$ cat src/rtl/dbgb_pkg.sv
package dbgb_pkg;
  typedef enum logic [1:0] {
    ST_IDLE = 2'd0,
    ST_BUSY = 2'd1,
    ST_RESP = 2'd2
  } xfer_st_e;

  localparam int unsigned FWD_BASE = 32'h0000_0400;
  localparam int unsigned CTRL_ADDR = 32'h0000_0000;
endpackage

$ cat src/rtl/dbgb_rst_sync.sv
module dbgb_rst_sync #(
  parameter int STAGES = 2
) (
  input  logic clk,
  input  logic rst_n,
  output logic rst_n_sync
);
  logic [STAGES-1:0] sh_q;

  always_ff @(posedge clk or negedge rst_n) begin
    if (!rst_n) sh_q <= '0;
    else        sh_q <= {sh_q[STAGES-2:0], 1'b1};
  end

  assign rst_n_sync = sh_q[STAGES-1];
endmodule

$ cat src/rtl/dbgb_stall.sv
module dbgb_stall (
  input  logic clk,
  input  logic rst_n,
  input  logic wr_en,
  input  logic wr_bit,
  input  logic cpu_stalled,
  output logic stall_req,
  output logic stalled_now,
  output logic stall_evt
);
  logic req_q, req_d;
  logic seen_q;
  logic evt_q, evt_d;

  always_comb begin
    req_d = req_q;
    if (wr_en) req_d = wr_bit;
    evt_d = cpu_stalled & ~seen_q;
  end

  always_ff @(posedge clk or negedge rst_n) begin
    if (!rst_n) begin
      req_q  <= 1'b0;
      seen_q <= 1'b0;
      evt_q  <= 1'b0;
    end else begin
      req_q  <= req_d;
      seen_q <= cpu_stalled;
      evt_q  <= evt_d;
    end
  end

  assign stall_req   = req_q;
  assign stalled_now = cpu_stalled;
  assign stall_evt   = evt_q;
endmodule

$ cat src/rtl/dbgb_xfer.sv
module dbgb_xfer
  import dbgb_pkg::*;
#(
  parameter int DW     = 16,
  parameter int AW     = 16,
  parameter int CPU_AW = 8
) (
  input  logic              clk,
  input  logic              rst_n,
  input  logic              req_valid,
  output logic              req_ready,
  input  logic              req_we,
  input  logic [AW-1:0]     req_addr,
  input  logic [DW-1:0]     req_wdata,
  output logic              rsp_valid,
  output logic [DW-1:0]     rsp_rdata,
  input  logic [DW-1:0]     ctrl_word,
  output logic              ctrl_wr,
  output logic              ctrl_wbit,
  output logic              cpu_valid,
  output logic              cpu_we,
  output logic [CPU_AW-1:0] cpu_addr,
  output logic [2*DW-1:0]   cpu_wdata,
  input  logic              cpu_ack,
  input  logic [2*DW-1:0]   cpu_rdata
);
  localparam int CW = 2 * DW;
  localparam logic [AW-1:0] BASE = AW'(FWD_BASE);
  localparam logic [AW-1:0] CTRL = AW'(CTRL_ADDR);

  xfer_st_e           st_q, st_d;
  logic               cv_q, cv_d;
  logic               cwe_q, cwe_d;
  logic [CPU_AW-1:0]  cad_q, cad_d;
  logic [CW-1:0]      cwd_q, cwd_d;
  logic [DW-1:0]      upper_q, upper_d;
  logic [DW-1:0]      stage_q, stage_d;
  logic [DW-1:0]      rd_q, rd_d;

  logic               accept;
  logic               is_fwd;
  logic [AW-1:0]      offs;
  logic               hi_half;
  logic [CPU_AW-1:0]  idx;

  assign accept  = req_valid && (st_q == ST_IDLE);
  assign is_fwd  = req_addr >= BASE;
  assign offs    = req_addr - BASE;
  assign hi_half = offs[0];
  assign idx     = offs[CPU_AW:1];

  always_comb begin
    st_d      = st_q;
    cv_d      = cv_q;
    cwe_d     = cwe_q;
    cad_d     = cad_q;
    cwd_d     = cwd_q;
    upper_d   = upper_q;
    stage_d   = stage_q;
    rd_d      = rd_q;
    ctrl_wr   = 1'b0;
    ctrl_wbit = req_wdata[0];
    unique case (st_q)
      ST_IDLE: begin
        if (accept) begin
          rd_d = '0;
          if (!is_fwd) begin
            if (req_addr == CTRL) begin
              if (req_we) ctrl_wr = 1'b1;
              else        rd_d    = ctrl_word;
            end
            st_d = ST_RESP;
          end else if (req_we && !hi_half) begin
            stage_d = req_wdata;
            st_d    = ST_RESP;
          end else if (!req_we && hi_half) begin
            rd_d = upper_q;
            st_d = ST_RESP;
          end else begin
            cv_d  = 1'b1;
            cwe_d = req_we;
            cad_d = idx;
            cwd_d = req_we ? {req_wdata, stage_q} : '0;
            st_d  = ST_BUSY;
          end
        end
      end
      ST_BUSY: begin
        if (cpu_ack) begin
          cv_d = 1'b0;
          if (!cwe_q) begin
            rd_d    = cpu_rdata[DW-1:0];
            upper_d = cpu_rdata[CW-1:DW];
          end
          st_d = ST_RESP;
        end
      end
      ST_RESP: st_d = ST_IDLE;
      default: st_d = ST_IDLE;
    endcase
  end

  always_ff @(posedge clk or negedge rst_n) begin
    if (!rst_n) begin
      st_q    <= ST_IDLE;
      cv_q    <= 1'b0;
      cwe_q   <= 1'b0;
      cad_q   <= '0;
      cwd_q   <= '0;
      upper_q <= '0;
      stage_q <= '0;
      rd_q    <= '0;
    end else begin
      st_q    <= st_d;
      cv_q    <= cv_d;
      cwe_q   <= cwe_d;
      cad_q   <= cad_d;
      cwd_q   <= cwd_d;
      upper_q <= upper_d;
      stage_q <= stage_d;
      rd_q    <= rd_d;
    end
  end

  assign req_ready = (st_q == ST_IDLE);
  assign rsp_valid = (st_q == ST_RESP);
  assign rsp_rdata = rd_q;
  assign cpu_valid = cv_q;
  assign cpu_we    = cwe_q;
  assign cpu_addr  = cad_q;
  assign cpu_wdata = cwd_q;
endmodule

$ cat src/rtl/dbg_reg_bridge.sv
module dbg_reg_bridge #(
  parameter int DW     = 16,
  parameter int AW     = 16,
  parameter int CPU_AW = 8
) (
  input  logic              clk,
  input  logic              rst_n,
  input  logic              dbg_req_valid,
  output logic              dbg_req_ready,
  input  logic              dbg_req_we,
  input  logic [AW-1:0]     dbg_req_addr,
  input  logic [DW-1:0]     dbg_req_wdata,
  output logic              dbg_rsp_valid,
  output logic [DW-1:0]     dbg_rsp_rdata,
  output logic              dbg_event,
  output logic              cpu_stall_req,
  input  logic              cpu_stalled,
  output logic              cpu_valid,
  output logic              cpu_we,
  output logic [CPU_AW-1:0] cpu_addr,
  output logic [2*DW-1:0]   cpu_wdata,
  input  logic              cpu_ack,
  input  logic [2*DW-1:0]   cpu_rdata
);
  logic          rst_n_i;
  logic          ctrl_wr;
  logic          ctrl_wbit;
  logic          stalled_now;
  logic [DW-1:0] ctrl_word;

  dbgb_rst_sync #(.STAGES(2)) u_rst (
    .clk        (clk),
    .rst_n      (rst_n),
    .rst_n_sync (rst_n_i)
  );

  dbgb_stall u_stall (
    .clk         (clk),
    .rst_n       (rst_n_i),
    .wr_en       (ctrl_wr),
    .wr_bit      (ctrl_wbit),
    .cpu_stalled (cpu_stalled),
    .stall_req   (cpu_stall_req),
    .stalled_now (stalled_now),
    .stall_evt   (dbg_event)
  );

  assign ctrl_word = {{(DW-2){1'b0}}, stalled_now, cpu_stall_req};

  dbgb_xfer #(.DW(DW), .AW(AW), .CPU_AW(CPU_AW)) u_xfer (
    .clk       (clk),
    .rst_n     (rst_n_i),
    .req_valid (dbg_req_valid),
    .req_ready (dbg_req_ready),
    .req_we    (dbg_req_we),
    .req_addr  (dbg_req_addr),
    .req_wdata (dbg_req_wdata),
    .rsp_valid (dbg_rsp_valid),
    .rsp_rdata (dbg_rsp_rdata),
    .ctrl_word (ctrl_word),
    .ctrl_wr   (ctrl_wr),
    .ctrl_wbit (ctrl_wbit),
    .cpu_valid (cpu_valid),
    .cpu_we    (cpu_we),
    .cpu_addr  (cpu_addr),
    .cpu_wdata (cpu_wdata),
    .cpu_ack   (cpu_ack),
    .cpu_rdata (cpu_rdata)
  );
endmodule

$ cat config.mk
export PLATFORM = sky130hd
export DESIGN_NAME = dbg_reg_bridge
export DESIGN_NICKNAME = d
export VERILOG_FILES = /design/src/rtl/dbgb_pkg.sv /design/src/rtl/dbgb_rst_sync.sv /design/src/rtl/dbgb_stall.sv /design/src/rtl/dbgb_xfer.sv /design/src/rtl/dbg_reg_bridge.sv
export SDC_FILE = /design/constraint.sdc
export NUM_CORES = 1
export LEC_CHECK = 0
export BUFFER_PORTS_ARGS = -buffer_cell sky130_fd_sc_hd__buf_2
export CORE_MARGIN = 10
export CORE_UTILIZATION = 47
export CTS_BUF_LIST = sky130_fd_sc_hd__clkbuf_8
export DETAILED_ROUTE_END_ITERATION = 16
export GPL_TIMING_DRIVEN = 0
export MAX_ROUTING_LAYER = met4
export PLACE_DENSITY = 0.84
export SYNTH_ARGS = -nofsm -noshare
export SYNTH_HDL_FRONTEND = slang
export SYNTH_SLANG_ARGS = --single-unit
$ cat constraint.sdc
create_clock -name clk -period 2.65 [get_ports clk]
set_clock_uncertainty 0.05 [all_clocks]
set_input_delay 0.6625 -clock clk [delete_from_list [all_inputs] [get_ports clk]]
set_output_delay 0.6625 -clock clk [all_outputs]
set_load 0.01 [all_outputs]
* Word level (Yosys, flattened, before mapping)
Index checks and enable logic that the tools add are counted.
** Storage, ports and cells
- Flip-flop bits (word level) :: 97
- Output and inout bits :: 62
- Word-level logic and storage cells :: 68
- Bits of input ports :: 70
** Cells by class
- Eq/ne operators :: 8
- Muxes and demuxes :: 27
- Bitwise logic cells :: 5
- Add/subtract/negate cells :: 1
- Reductions and logical operators :: 14
- Order comparisons :: 1
** Operators by type and width (number)
- $mux 16 :: 7
- $mux 32 :: 1
- $pmux 16 s2 :: 1
- $ge 16x11->1 const B :: 1
- $logic_not 16->1 :: 1
- $mux 2 :: 6
- $mux 1 :: 10
- $sub 9x1->9 const B :: 1
- $ne 2x2->1 const B :: 4
- $reduce_and 4->1 :: 2
- $reduce_and 6->1 :: 1
- $reduce_and 5->1 :: 1
- $ne 2x1->1 const B :: 2
- $not 1->1 :: 4
- $pmux 2 s2 :: 1
- $logic_and 1x1->1 :: 3
- $reduce_and 3->1 :: 1
- $eq 2x1->1 const B :: 1
- $eq 2x2->1 const B :: 1
- $logic_not 1->1 :: 2
- $logic_not 2->1 :: 1
- $pmux 1 s2 :: 1
- $reduce_and 2->1 :: 1
- $reduce_bool 2->1 :: 1
- $and 1x1->1 :: 1

* Logic depth before layout (Yosys ltp)
Gate-level depths: netlist (run 1).
- Word-level depth :: 7
- Mapped depth :: 8
- Depth with buffers taken out :: 6

* By module
Synthesis (run 1) repeated with hierarchy kept, for this count alone.
** Unflattened totals
- Cell total of the unflattened synthesis :: 325
- Area, all modules :: 4030.1 µm²
** Modules (own cells, without submodules)
- dbgb_xfer :: seq. area each 2302.2 µm², area an instance 3868.7 µm², times used 1, cells each 315
- dbgb_stall :: seq. area each 75.1 µm², area an instance 103.8 µm², times used 1, cells each 6
- dbgb_rst_sync :: seq. area each 50.0 µm², area an instance 53.8 µm², times used 1, cells each 3
- dbg_reg_bridge :: seq. area each 0.0 µm², area an instance 3.8 µm², times used 1, cells each 1

* Worst setup path before layout (run 1)
Ideal clock, no wire load.
- Path type :: input port to flip-flop
- Start point :: input port dbg_req_addr[15]
- End point :: register u_xfer.cad_q[5] (netlist: u_xfer.cpu_addr[5])
- Stages :: 5
- Data arrival time :: 1.952 ns
- Setup time :: 0.125 ns
- Buffers on the path :: 2
- Setup slack :: 0.523 ns
- Cell sequence :: or4_4 o211ai_2 buf_6 buf_8 mux2_4
** On the way
- Word-level cells in the longest chain between the ends :: 2
** RTL lines
- start, declared :: line dbg_reg_bridge.sv:11 : input logic [AW-1:0] dbg_req_addr,
- $ge 16x11->1 :: line dbgb_xfer.sv:47 : assign is_fwd = req_addr >= BASE;
- $reduce_and 5->1 (no source line)
- end signal, assigned :: line dbgb_xfer.sv:108 : cad_q <= '0;
- end signal, assigned :: line dbgb_xfer.sv:117 : cad_q <= cad_d;
- end, declared :: line dbgb_xfer.sv:34 : logic [CPU_AW-1:0] cad_q, cad_d;
No other way between the ends.
A chain may end at the register's enable or synchronous reset.

* Final worst setup path (run 1)
- Start point :: input port dbg_req_we
- End point :: register u_xfer.rd_q[14] (netlist: u_xfer.rsp_rdata[14])
** On the way
- Word-level cells in the longest chain between the ends :: 7
** RTL lines
- start, declared :: line dbg_reg_bridge.sv:10 : input logic dbg_req_we,
- $logic_not 1->1 :: line dbgb_xfer.sv:76 : end else if (!req_we && hi_half) begin
- $logic_and 1x1->1 :: line dbgb_xfer.sv:76
- $mux 16 :: line dbgb_xfer.sv:76
- $mux 16 * :: line dbgb_xfer.sv:73 : end else if (req_we && !hi_half) begin
- $mux 16 * :: line dbgb_xfer.sv:67 : if (!is_fwd) begin
- $mux 16 * :: line dbgb_xfer.sv:65 : if (accept) begin
- $pmux 16 s2 * :: line dbgb_xfer.sv:63 : unique case (st_q)
- end signal, assigned :: line dbgb_xfer.sv:121 : rd_q <= rd_d;
- end, declared :: line dbgb_xfer.sv:38 : logic [DW-1:0] rd_q, rd_d;
Mark *: on every way between the ends. The rest lies on a longest branch, timed or not. The select of a mux whose other input is x is not followed.

==> out/metrics.csv, run 1 <==
stage,metric,value,unit
worst_setup_path,minimum setup slack among reg-to-reg paths,0.70,ns
worst_setup_path,crit-path cells,buf_2 -> clkbuf_1 -> inv_1 -> ha_1 -> nor2b_1 -> o211a_1 -> buf_2 -> a22oi_1 -> a21oi_1,
logic_synthesis,sequential element share of the synthesized area,61.2,%
logic_synthesis,Synth Flop Type,sky130_fd_sc_hd__dfrtp_1,
logic_synthesis,synth unique cells,35,
cts,"CTS clk-pin slew, worst paths",0.08,ns
global_routing,GR met1 Demand/Resource,20.4,%
placement,standard cell area after detailed placement,0.00478,mm²
power,total power per unit cell area,1000,mW/mm²
floorplan,width of the chip,112,µm
floorplan,area of the placeable core,0.00822,mm²
global_routing,total congestion overflow after global routing,0,
floorplan,Die Outline Area,0.0125,mm²
power,Leakage,0.00247,µW
logic_synthesis,most area-hungry cell type in the Yosys netlist,sky130_fd_sc_hd__dfrtp_1,
floorplan,Initial Utilization,48.2,%
global_routing,first-pass GRT wire length,17400,µm
cells_and_area,summed area of non-filler cells in the final layout,0.00498,mm²
logic_synthesis,"EDFF count, synth",0,
floorplan,number of placed I/O pins,132,
logic_synthesis,count of state elements after synthesis,97,
placement,Placement Setup Slack,0.142,ns
cells_and_area,number of nets in the layout,559,
cts,maximum count of clock buffers along a single path,2,
global_routing,pin count of the biggest net entering global routing,49,
worst_setup_path,worst reg2reg path depth,6,
sta,endpoints failing hold,0,
routing,length of the first detailed-routing pass in iterations,4,
routing,count of antenna-violating nets left after detailed routing,0,
cts,TritonCTS clock tree,yes,
floorplan,site row count,33,
worst_setup_path,data arrival time of the critical path,2.42,ns
routing,detailed-route wire length per cell,18.2,µm
cells_and_area,growth of design area from synthesis to finish,25.6,%
sta,setup violation total in the final timing report,0,
global_routing,met2 capacity usage during global routing,28.4,%
worst_setup_path,Crit Reg-Reg Endpoint,u_xfer.upper_q[3],
sta,final-layout worst hold slack,0.0255,ns
worst_setup_path,launching instance or port of the critical path,dbg_req_we,
worst_setup_path,source of the worst register-to-register timing path,u_xfer.st_q[0],
worst_setup_path,Worst Setup Start Kind,input pin,
global_routing,via count of the first global-routing pass,3385,
sta,timing-limited maximum frequency,0.453,GHz
logic_synthesis,YS warnings,0,
cts,# Post-CTS Setup Buffers,0,
global_routing,Most Crowded Layer GR,met2,
logic_synthesis,Syn Nets,416,
sta,setup repair after global routing missed its margin,false,
logic_synthesis,number of instances in the synthesized netlist,344,
routing,starting DRC count in detailed routing,116,
routing,vias per cell,5.36,
status,result of the run,finished clean,
placement,RD Place Congestion,0.815,
logic_synthesis,"top cells by area, synth","sky130_fd_sc_hd__dfrtp_1 61%, sky130_fd_sc_hd__mux2_2 11%, sky130_fd_sc_hd__nand2_1 6.3%",
worst_setup_path,maximum fanout along the worst path,10,
sta,transition time of the tightest slew-check pin,0.627,ns
floorplan,vertical die dimension,112,µm
logic_synthesis,share of the synthesized area in the top cell type,61.2,%
global_routing,total track usage,17.7,%
routing,number of vias after detailed routing,3197,
cts,TritonCTS Buffers,9,
worst_setup_path,critical path endpoint category,flop,
logic_synthesis,async set-reset flop share out of synthesis,100,%
worst_setup_path,"Req. time, crit path",2.86,ns
worst_hold_path,class of the tightest hold or removal check,in -> async,
sta,aggregate negative setup slack,0,ns
cts,total number of H-tree levels,3,
sta,Slew HR,58.2,%
cts,worst-skew pair later-pin latency,0.35,ns
sta,Tcrit/Tclk final,83.3,%
cts,Clk Tree Root Cell,sky130_fd_sc_hd__clkbuf_8,
placement,HPWL Detailed,8350,µm
cells_and_area,# diodes,0,
power,IR Drop Worst-Case VDD,0.000403,V
placement,PortBufs,131,
global_routing,initial antenna violation count,0,
sta,final worst setup slack,0.442,ns
worst_setup_path,crit-path most repeated cell,sky130_fd_sc_hd__buf_2,
cells_and_area,fraction of final layout cells sized beyond drive strength 1,41.3,%
worst_setup_path,slowest library cell on the worst path,sky130_fd_sc_hd__o211a_1,
logic_synthesis,cell area after synthesis,0.00396,mm²
worst_setup_path,Critical Path Max Stage Delay,0.31,ns
worst_setup_path,kind of critical path,in -> reg,
cells_and_area,core utilization of the finished layout,60.6,%
cts,cts repair resizes,0,
global_routing,met3 capacity usage during global routing,3.81,%
logic_synthesis,mean instance size in the synthesized netlist,11.5,µm²
routing,total wire length,10900,µm
cts,TritonCTS Sinks,97,
sta,final count of pins violating max slew,0,
routing,DRC Markers,0,
cts,# hold bufs at CTS,0,
sta,"Min Clock Period, post-route",2.21,ns
flow_run,# Max-Cap Violations,0,
## power by group
group	switching [µW]	internal, µW
clock network	480	477
logic	846	754
registers	352	2080
total	1680	3320
## cells in the final DEF (no fill, tap or decap), drive strengths merged
cell      instances
o21ai            34
mux2             41
nand3             4
nor3              1
a21o              1
and4              1
inv               4
clkbuf           22
a22oi            14
a221oi            2
nand2            67
a31oi             2
nand2b            3
nor2             20
or2               1
nor3b             1
ha                2
o21a              1
or4               1
nand3b            1
nor2b             4
bufinv            1
o211a             1
o211ai            1
conb              1
a21oi            16
clkinvlp          1
dfrtp            97
buf             141
nor4              5
## worst max-delay path: cells and delay by family
family | cells | cell delay, ns
simple gates | 1 | 0.27
fa+ha+maj | 1 | 0.19
buf+inv | 4 | 0.69
compound gates | 3 | 0.61
## stage by stage
stage	total power [µW]	instances
after CTS	5040	596
after detailed placement	4080	581
final	4990	596
after floorplan	3320	344
after global placement	3970	580
after global routing	5320	596
## sequential cells by signal, summed over array words and instances, names as in the netlist
register           cells
u_xfer.cpu_we          1
u_stall.seen_q         1
u_xfer.stage_q        16
u_stall.stall_evt      1
u_xfer.rsp_rdata      16
u_xfer.cpu_valid       1
u_xfer.st_q            2
u_stall.stall_req      1
u_xfer.cpu_addr        8
u_xfer.upper_q        16
u_rst.sh_q             2
u_xfer.cpu_wdata      32
## routing by layer
| metal | vias to the layer above | wire length (µm) |
|---|---|---|
| met5 | - | 0 |
| met4 | 0 | 398 |
| met3 | 33 | 511 |
| met2 | 109 | 5410 |
| met1 | 1589 | 4540 |
| li1 | 1466 | - |
## worst max path at each step
stage | to | slack, ns | cells past startpoint
floorplan | u_xfer.cpu_addr[5] | 0.52 | 5
global placement | u_xfer.cpu_addr[6] | 0.23 | 8
detailed placement | u_xfer.rsp_rdata[14] | 0.14 | 9
CTS | u_xfer.rsp_rdata[14] | 0.44 | 9
global route | u_xfer.rsp_rdata[11] | 0.32 | 9
finish | u_xfer.rsp_rdata[14] | 0.44 | 9
## kinds of logic (layout without fill, tap and decap cells)
group	after synthesis	in the layout	share of synthesized area, %
AND/OR/NAND/NOR	109	109	12.2
multiplexers	41	41	11.9
other	1	1	0.0946
flip-flops	97	97	61.2
adder cells (fa/ha/maj)	2	2	0.631
buffers and inverters	22	169	3.19
AO/OA/AOI/OAI	72	72	10.7
## cell type report
class	instances	area, µm²
inverters	2	7.51
clock buffers	11	151
flip-flops and latches	97	2430
plain buffers	20	119
well taps	105	131
clock inverters	4	45.0
multi-input cells	225	1410
repair buffers	132	683
fillers	696	3240
## cells in the mapped netlist (2+ instances only)
master,number
sky130_fd_sc_hd__a221oi_1,2
sky130_fd_sc_hd__mux2_4,3
sky130_fd_sc_hd__a22oi_1,14
sky130_fd_sc_hd__nor2_1,19
sky130_fd_sc_hd__ha_1,2
sky130_fd_sc_hd__nor2b_1,4
sky130_fd_sc_hd__nor4_1,5
sky130_fd_sc_hd__a21oi_1,16
sky130_fd_sc_hd__nand3_1,3
sky130_fd_sc_hd__nand2b_1,3
sky130_fd_sc_hd__mux2_2,38
sky130_fd_sc_hd__a31oi_1,2
sky130_fd_sc_hd__nand2_1,67
sky130_fd_sc_hd__dfrtp_1,97
sky130_fd_sc_hd__clkbuf_1,10
sky130_fd_sc_hd__buf_4,6
sky130_fd_sc_hd__o21ai_0,34
sky130_fd_sc_hd__inv_1,2
(Power assumes the default switching activity.)
==> run 2: changes to the inputs <==
- clock period: 2.65 -> 2 ns (I/O delays scaled with it)
==> run 2 against run 1 <==
Cell area increased by 0.43%; wire length up 0.20%; utilization increased by 0.26 points; register-to-register slack got worse by 0.59 ns; sequential power is 32% higher; die area unchanged; first-iteration DRC count rose by 8.6%; hold slack better by 0.20 ns; combinational power up 33%; clock power rose by 33%.
==> out/metrics.csv, run 2 (synthesized netlist as in run 1, its figures left out) <==
stage,metric,value,unit
global_routing,total congestion overflow after global routing,0,
worst_setup_path,data arrival time of the critical path,2.08,ns
routing,DRC Markers,0,
routing,starting DRC count in detailed routing,126,
cells_and_area,# diodes,0,
status,result of the run,finished clean,
cts,maximum count of clock buffers along a single path,2,
global_routing,met2 capacity usage during global routing,28.7,%
cts,TritonCTS Sinks,97,
cts,TritonCTS clock tree,yes,
sta,Slew HR,57.4,%
cells_and_area,combined area of the multi-input logic cells,0.00141,mm²
floorplan,area of the placeable core,0.00822,mm²
placement,standard cell area after detailed placement,0.00478,mm²
global_routing,via count of the first global-routing pass,3399,
global_routing,pin count of the biggest net entering global routing,49,
cts,total number of H-tree levels,3,
cells_and_area,fraction of final layout cells sized beyond drive strength 1,41.8,%
cts,worst-skew pair later-pin latency,0.35,ns
floorplan,Initial Utilization,48.2,%
placement,Placement Setup Slack,-0.346,ns
power,Leakage,0.00248,µW
cells_and_area,growth of design area from synthesis to finish,26.1,%
power,total power per unit cell area,1320,mW/mm²
global_routing,total track usage,17.8,%
floorplan,number of placed I/O pins,132,
worst_setup_path,critical path endpoint category,flop,
sta,Tcrit/Tclk final,94.5,%
sta,setup repair after global routing missed its margin,false,
routing,count of antenna-violating nets left after detailed routing,0,
placement,RD Place Congestion,0.815,
global_routing,initial antenna violation count,0,
cts,TritonCTS Buffers,9,
placement,PortBufs,131,
cells_and_area,layout filler cell count,694,
floorplan,vertical die dimension,112,µm
sta,timing-limited maximum frequency,0.529,GHz
sta,transition time of the tightest slew-check pin,0.639,ns
global_routing,GR met1 Demand/Resource,20.4,%
power,net switching fraction of the power,33.6,%
sta,setup violation total in the final timing report,0,
sta,final count of pins violating max slew,0,
cts,"CTS clk-pin slew, worst paths",0.09,ns
worst_setup_path,Worst Setup Start Kind,input pin,
sta,endpoints failing hold,0,
routing,total wire length,10900,µm
worst_setup_path,kind of critical path,in -> reg,
power,Power Internal,4400,µW
power,sequential group share of total power,48.7,%
cells_and_area,max reg flops,32,
power,IR Drop Worst-Case VDD,0.000533,V
cells_and_area,number of nets in the layout,561,
routing,detailed-route wire length per cell,18.2,µm
floorplan,Die Outline Area,0.0125,mm²
routing,vias per cell,5.35,
cells_and_area,summed area of non-filler cells in the final layout,0.00500,mm²
flow_run,# Max-Cap Violations,0,
worst_hold_path,class of the tightest hold or removal check,in -> reg,
sta,"Min Clock Period, post-route",1.89,ns
worst_setup_path,maximum fanout along the worst path,10,
power,clock power share,19.2,%
routing,length of the first detailed-routing pass in iterations,4,
cells_and_area,"most common cell after layout, fill and taps aside",sky130_fd_sc_hd__buf_2,
global_routing,Most Crowded Layer GR,met2,
cts,Clk Tree Root Cell,sky130_fd_sc_hd__clkbuf_8,
power,logic gate share of total power,32.1,%
worst_setup_path,"Req. time, crit path",2.19,ns
power,switching power summed over all nets,2220,µW
placement,HPWL Detailed,8350,µm
sta,final worst setup slack,0.109,ns
cells_and_area,FF/Latch Area,0.00243,mm²
cells_and_area,most frequent cells in the layout,"132 x sky130_fd_sc_hd__buf_2, 95 x sky130_fd_sc_hd__dfrtp_1, 67 x sky130_fd_sc_hd__nand2_1",
global_routing,first-pass GRT wire length,17500,µm
global_routing,met3 capacity usage during global routing,3.81,%
floorplan,width of the chip,112,µm
routing,number of vias after detailed routing,3198,
floorplan,site row count,33,
[run 2: changes by cell type in the layout (fill, tap and decap cells not counted)]
cell                            before  now
sky130_fd_sc_hd__nor2b_2             0    1
sky130_fd_sc_hd__dfrtp_2             0    1
sky130_fd_sc_hd__dfrtp_1            96   95
sky130_fd_sc_hd__nor2b_1             4    3
sky130_fd_sc_hd__dlygate4sd3_1       0    1
sky130_fd_sc_hd__buf_4               6    7
[run 2: path summary, 6_finish.rpt]
path                                        from                 end  slack [ns]  cells after the start
worst max register to register    u_xfer.st_q[0]   u_xfer.upper_q[3]        0.11                      6
min in group asynchronous          u_rst.sh_q[1]  u_xfer.stage_q[10]        0.32                      0
worst min-delay path                 cpu_stalled      u_stall.seen_q        0.23                      1
worst max-delay path            dbg_req_addr[11]  u_xfer.stage_q[12]        0.11                      6
worst min register to register     u_rst.sh_q[0]       u_rst.sh_q[1]        0.31                      0
max in group asynchronous          u_rst.sh_q[1]      u_xfer.st_q[0]        0.93                      1
[run 2: repair_timing]
item                                   in CTS  in global routing
resized for setup                           0                  2
setup buffers                               1                  0
endpoints found under the hold margin       2                  0
hold buffers                                1                  0
setup endpoints to repair                   3                 18
pin swaps                                   1                  0
[run 2: cell type report]
class / count / share of cell area [%]
Buffer: 20 / 2.38
Clock inverter: 4 / 0.901
Sequential cell: 97 / 48.6
Clock buffer: 11 / 3.03
Timing Repair Buffer: 134 / 14.0
Inverter: 2 / 0.150
Tap cell: 105 / 2.63
Multi-Input combinational cell: 225 / 28.3
[run 2: through the flow]
| step | instances | hold slack, ns | total power [µW] | utilization [%] | TNS [ns] |
|---|---|---|---|---|---|
| 6_report | 598 | 0.230 | 6620 | 60.8 | 0 |
| 5_1_grt | 598 | 0.216 | 7060 | 60.8 | 0 |
| 4_1_cts | 598 | 0.223 | 6680 | 60.8 | 0 |
| 3_5_place_dp | 581 | 0.236 | 5410 | 58.2 | -12.96 |
| 3_3_place_gp | 580 | 0.235 | 5250 | 57.8 | -27.66 |
| 2_1_floorplan | 344 | 0.154 | 4400 | - | 0 |
[run 2: critical path, cell delays in order]
cell and delay, ns:
sky130_fd_sc_hd__buf_2 0.10, sky130_fd_sc_hd__or2_2 0.34, sky130_fd_sc_hd__nand2b_1 0.26, sky130_fd_sc_hd__nand3_2 0.26
sky130_fd_sc_hd__buf_4 0.25, sky130_fd_sc_hd__mux2_2 0.36
[run 2: metal layers]
metal | vias up | part of all wire, %
li1 | 1469 | -
met1 | 1578 | 41
met2 | 116 | 50
met3 | 35 | 5.0
met4 | 0 | 3.7
met5 | - | 0
[run 2: power groups by stage]
stage	Clock (µW)	Combinational [µW]	Sequential [µW]
floorplan	0	970	3430
global placement	0	2040	3210
detailed placement	0	2150	3260
CTS	1300	2160	3220
global route	1380	2340	3330
finish	1270	2130	3230
